===== config.mk =====
export PLATFORM = sky130hd
export DESIGN_NAME = tap_delay_line
export DESIGN_NICKNAME = d
export VERILOG_FILES = /design/src/rtl/tap_delay_pkg.sv /design/src/rtl/tap_stage_chain.sv /design/src/rtl/tap_select_tree.sv /design/src/rtl/tap_delay_line.sv
export SDC_FILE = /design/constraint.sdc
export NUM_CORES = 1
export LEC_CHECK = 0
export BUFFER_PORTS_ARGS = -buffer_cell sky130_fd_sc_hd__buf_2
export CAP_MARGIN = 20
export CORE_AREA = 2 2 39 41
export CTS_CLUSTER_SIZE = 12
export DETAILED_ROUTE_END_ITERATION = 6
export DIE_AREA = 0 0 41 43
export PLACE_DENSITY = 0.71
export REMOVE_ABC_BUFFERS = 1
export SLEW_MARGIN = 20
export SYNTH_ARGS = -nofsm -noshare
export SYNTH_HDL_FRONTEND = slang
export SYNTH_SLANG_ARGS = --single-unit

===== constraint.sdc =====
create_clock -name clk_i -period 1.4 [get_ports clk_i]
set_input_delay 0.21 -clock clk_i [delete_from_list [all_inputs] [get_ports clk_i]]
set_output_delay 0.21 -clock clk_i [all_outputs]
set_load 0.005 [all_outputs]

===== src/rtl/tap_delay_pkg.sv =====
package tap_delay_pkg;
  parameter int unsigned TAP_DEPTH_DEFAULT = 16;

  // Width of a select able to index every stage of a line of the given depth.
  function automatic int unsigned tap_sel_width(input int unsigned depth);
    return (depth > 1) ? $clog2(depth) : 1;
  endfunction
endpackage


===== src/rtl/tap_stage_chain.sv =====
module tap_stage_chain #(
  parameter int unsigned DEPTH = tap_delay_pkg::TAP_DEPTH_DEFAULT,
  parameter logic [DEPTH-1:0] INIT_VAL = '0
) (
  input  logic             clk_i,
  input  logic             shift_en_i,
  input  logic             data_i,
  output logic [DEPTH-1:0] stages_o
);
  // One flop per stage, preset from its own bit of INIT_VAL, no reset.
  for (genvar g = 0; g < DEPTH; g++) begin : stage_g
    logic bit_q = INIT_VAL[g];
    if (g == 0) begin : head_g
      always_ff @(posedge clk_i) begin
        if (shift_en_i) bit_q <= data_i;
      end
    end else begin : body_g
      always_ff @(posedge clk_i) begin
        if (shift_en_i) bit_q <= stages_o[g-1];
      end
    end
    assign stages_o[g] = bit_q;
  end
endmodule


===== src/rtl/tap_select_tree.sv =====
module tap_select_tree #(
  parameter int unsigned DEPTH = tap_delay_pkg::TAP_DEPTH_DEFAULT,
  localparam int unsigned SEL_W = tap_delay_pkg::tap_sel_width(DEPTH)
) (
  input  logic [DEPTH-1:0] stages_i,
  input  logic [SEL_W-1:0] sel_i,
  output logic             tap_o
);
  // Binary 2:1 tree; level l halves the candidates using select bit l-1.
  // DEPTH must be a power of two.
  for (genvar l = 0; l <= SEL_W; l++) begin : lvl_g
    logic [(DEPTH>>l)-1:0] node;
    if (l == 0) begin : leaf_g
      assign node = stages_i;
    end else begin : mix_g
      for (genvar n = 0; n < (DEPTH>>l); n++) begin : pick_g
        assign node[n] = sel_i[l-1] ? lvl_g[l-1].node[2*n+1]
                                    : lvl_g[l-1].node[2*n];
      end
    end
  end

  assign tap_o = lvl_g[SEL_W].node[0];
endmodule


===== src/rtl/tap_delay_line.sv =====
module tap_delay_line #(
  parameter int unsigned DEPTH = tap_delay_pkg::TAP_DEPTH_DEFAULT,
  parameter logic [DEPTH-1:0] INIT_VAL = '0,
  localparam int unsigned SEL_W = tap_delay_pkg::tap_sel_width(DEPTH)
) (
  input  logic             clk_i,
  input  logic             shift_en_i,
  input  logic             data_i,
  input  logic [SEL_W-1:0] tap_sel_i,
  output logic             data_o
);
  logic [DEPTH-1:0] stage_q;

  tap_stage_chain #(.DEPTH(DEPTH), .INIT_VAL(INIT_VAL)) u_chain (
    .clk_i      (clk_i),
    .shift_en_i (shift_en_i),
    .data_i     (data_i),
    .stages_o   (stage_q)
  );

  tap_select_tree #(.DEPTH(DEPTH)) u_tree (
    .stages_i (stage_q),
    .sel_i    (tap_sel_i),
    .tap_o    (data_o)
  );
endmodule


# Word-level counts from Yosys, hierarchy flattened
# Cells that the tools add are included.
# classes
div_mod_pow,0
add_sub_neg,0
n_eq_ne,0
order_cmp,0
muxes,15
n_bitwise,0
n_reduce_logical,0
shift,0
multipliers,0
# op_table
cell,count
two-way mux 1 bit,15
# word_totals
latchBits,0
inputBits,7
mem_count,0
out_inout_bits,1
ram_bits,0
word_cells,31
regBits,16
mem_bits_ro,0

# Depth between registers and ports, before layout
# depth
depth_word,4
mapped_depth,3
ltp_nobuf,3

# Modules after synthesis
# From an unflattened synthesis, not the netlist that was laid out.
# hier_totals
cells_unflattened,39
hier_area_um2,735.7
# by_module_without_submodules
mod,cells_per_inst,n_inst,area_per_inst_um2
tap_stage_chain,32,1,600.6
tap_select_tree,7,1,135.1

# Least setup slack after synthesis
# Ideal clock, no wire load.
# synth_timing
kind,flip-flop to output port
from,reg u_chain.stage_g[13].bit_q
to,out data_o
required_time_ns,1.190
n_path_buf,0
path_stages_with_launch,4
setup_slack_ns,0.130
t_arrival_ns,1.060
cell_sequence,edfxtp_1 > mux4_1 > mux2i_1 > mux2i_1
# synth_via
elab_chain_cells,4
# synth_rtl
item,line,rtl
start: declaration,tap_stage_chain.sv:12,logic bit_q = INIT_VAL[g];
start signal: assignment,tap_stage_chain.sv:19,if (shift_en_i) bit_q <= stages_o[g-1];
two-way mux 1 bit (4 in a row),tap_select_tree.sv:17,assign node[n] = sel_i[l-1] ? lvl_g[l-1].node[2*n+1]
end: declaration,tap_delay_line.sv:10,output logic data_o
# No other way between the ends.

# Worst setup path in the final report
# layout_timing
from,reg u_chain.stage_g[3].bit_q
to,out data_o
# layout_via
elab_chain_cells,4
# layout_rtl
item,line
start: declaration,tap_stage_chain.sv:12
start signal: assignment,tap_stage_chain.sv:19
two-way mux 1 bit (4 in a row),tap_select_tree.sv:17
# No other way between the ends.

==> impl_metrics.env <==
export IMPL_tightest_slew_ns=0.3394
export IMPL_final_cells=62
export IMPL_cts_hold_buf=0
export IMPL_period_needed_ns=1.759
export IMPL_crit_required_ns=1.19
export IMPL_mappedNetlistArea_um2=615.6
export IMPL_synthCells=23
export IMPL_io_pins=8
export IMPL_timing_fmax_ghz=0.5685
export IMPL_ant_nets=0
export IMPL_regMostFlops="u_chain.stage_g.bit_q"
export IMPL_clock_latency_ns=0.27
export IMPL_grt_pass1_vias=321
export IMPL_setup_viol=1
export IMPL_ys_seq_elements=16
export IMPL_cp_cell_sequence="mux4_2, mux2i_1, mux2i_1, buf_2"
export IMPL_first_iter_violations=2
export IMPL_rows=14
export IMPL_max_stage_delay_ns=0.50
export IMPL_place_ws_ns=-0.1656
export IMPL_grt_util_all_layers=0.1287
export IMPL_hold_class="input port to flop"
export IMPL_num_antenna_cells=0
export IMPL_viasPerCell=5.274
export IMPL_synth_top_area_frac=0.7805
export IMPL_drv_cap=0
export IMPL_routedWlPerCell_um=16.06
export IMPL_synthTopCellsByArea="edfxtp_1 78%, mux4_1 17%, mux2i_1 4.9%"
export IMPL_rrSetupSlack_ns=0.39
export IMPL_rsz0062_at_grt="true"
export IMPL_hold_path_end="u_chain.stage_g[0].bit_q$_DFFE_PP_"
export IMPL_syn2layout_area_growth_pct=26.02
export IMPL_yosysSeqAreaShare=0.7805
export IMPL_die_x_um=41
export IMPL_end_kind="primary output"
export IMPL_cp_arrival_ns=1.55
export IMPL_cts_clk_slew_worst_paths_ns=0.08
export IMPL_overflow=0
export IMPL_finalHoldViolations=0
export IMPL_cts_buffer_depth=2
export IMPL_finalCritPeriodShare=1.257
export IMPL_powerDensity_nw_per_um2=1137
export IMPL_critical_path_buf_inv_count=1
export IMPL_violations="setup timing"
export IMPL_drive_above_1_share=0.5870
export IMPL_crit_path_top_delay_cell="mux4_2"
export IMPL_slew_violations=0
export IMPL_tns_ns=-0.3591
export IMPL_worstHoldPathCells=1
export IMPL_finalClockSkew_ns=0.004485
export IMPL_core_area_um2=1384
export IMPL_irDropWorstVdd_mv=0.5376
export IMPL_avgSynthCellArea_um2=26.76
export IMPL_synth_warnings=0
export IMPL_relSlewSlack=0.7737
export IMPL_dpl_cell_count=49
export IMPL_path_class="flop to primary output"
export IMPL_yosysUniqueCellTypes=3
export IMPL_tritoncts="built"
export IMPL_wl_um=996
export IMPL_dieArea_um2=1763
export IMPL_reg_top3="u_chain.stage_g.bit_q: 16 flops"
export IMPL_postLayoutSetupSlackWorst_ns=-0.3591
export IMPL_grt_max_degree=17
export IMPL_die_height_um=43
export IMPL_reg2reg_depth=3
export IMPL_routed_via_count=327
export IMPL_cts_buffers=3
export IMPL_start_kind="flop"
export IMPL_drtPass1Iterations=2
export IMPL_largest_reg_flops=16
export IMPL_antenna_found_initial=0
export IMPL_h_tree_depth=1
export IMPL_r2r_start="u_chain.stage_g[7].bit_q$_DFFE_PP_"
export IMPL_status="finished, violations left"
export IMPL_route_detailed_drc=0
export IMPL_grt_pass1_wl_um=1421
export IMPL_worstPathMaxFanout=2
export IMPL_yosys_area_top_type="edfxtp_1"
export IMPL_path_delay_family="multiplexers"
export IMPL_io_buffers=7
export IMPL_p_leak_nw=0.3035
export IMPL_fillers=119
export IMPL_holdWs_ns=0.1094
export IMPL_globalplace_congestion=0.6836
export IMPL_nets=55
export IMPL_hp_start="data_i"
export IMPL_cp_common_cell="mux2i_1"
export IMPL_p_total_w=0.0008820
export IMPL_clock_sinks=16
export IMPL_start_util=0.4448
export IMPL_r2r_end="u_chain.stage_g[8].bit_q$_DFFE_PP_"
export IMPL_root_buffer="clkbuf_4"
cells in the mapped netlist:
library cell,number
edfxtp_1,16
mux2i_1,3
mux4_1,4
per-layer routing:
metal  vias to the layer above  GRT usage  part of all wire  wire, um
met5                         -          0                 0         0
met4                         0    0.06000                 0         0
met3                         0    0.04712             0.032        32
met2                         8     0.1906              0.49       490
met1                       171     0.1624              0.47       473
li1                        148          -                 -         -
what timing repair did:
| item | CTS | global route |
|---|---|---|
| endpoints found under the setup margin | 1 | 1 |
| gates resized for setup | 2 | 2 |
| setup buffers | 4 | 6 |
worst max path at each step:
stage               depth (start not counted)  slack [ns]                                 from      to
floorplan                                   3        0.13  u_chain.stage_g[13].bit_q$_DFFE_PP_  data_o
global placement                            5       -0.05                         tap_sel_i[0]  data_o
detailed placement                          5       -0.17                         tap_sel_i[0]  data_o
CTS                                         4       -0.37   u_chain.stage_g[6].bit_q$_DFFE_PP_  data_o
global route                                4       -0.44   u_chain.stage_g[3].bit_q$_DFFE_PP_  data_o
finish                                      4       -0.36   u_chain.stage_g[3].bit_q$_DFFE_PP_  data_o
per-stage QoR:
step,area [um2],util
3_3_place_gp,693.2,0.5009
4_1_cts,738.2,0.5335
3_5_place_dp,693.2,0.5009
5_1_grt,775.7,0.5606
2_1_floorplan,615.6,-
6_report,775.7,0.5606
layout by cell type, fill, tap and decap left out:
| cell | instances |
|---|---|
| clkbuf_4 | 3 |
| buf_4 | 13 |
| mux4_2 | 4 |
| mux2i_1 | 3 |
| edfxtp_1 | 16 |
| buf_2 | 7 |
worst reg2reg max path, stage by stage (launching register included):
cell and delay, ns:
edfxtp_1 0.40, buf_4 0.15, buf_4 0.12, buf_4 0.12
report_power, final:
part,internal [W],leakage [nW],total [W],switching (W)
clock network,0.0000994,0.0138,0.000220,0.000120
logic,0.0000566,0.133,0.0000892,0.0000326
registers,0.000559,0.157,0.000573,0.0000137
total,0.000715,0.304,0.000882,0.000166
layout make-up:
class                   instances  area [um2]  area share
flip-flops and latches         16       480.5      0.6194
repair buffers                 20       132.6      0.1710
multi-input cells               7       120.1      0.1548
clock buffers                   3       22.52     0.02903
well taps                      16       20.02     0.02581
logic make-up after synthesis:
| kind of cell | share of synthesized area |
|---|---|
| flops | 0.7805 |
| mux | 0.2195 |
Power figures use the tool's default switching activity.
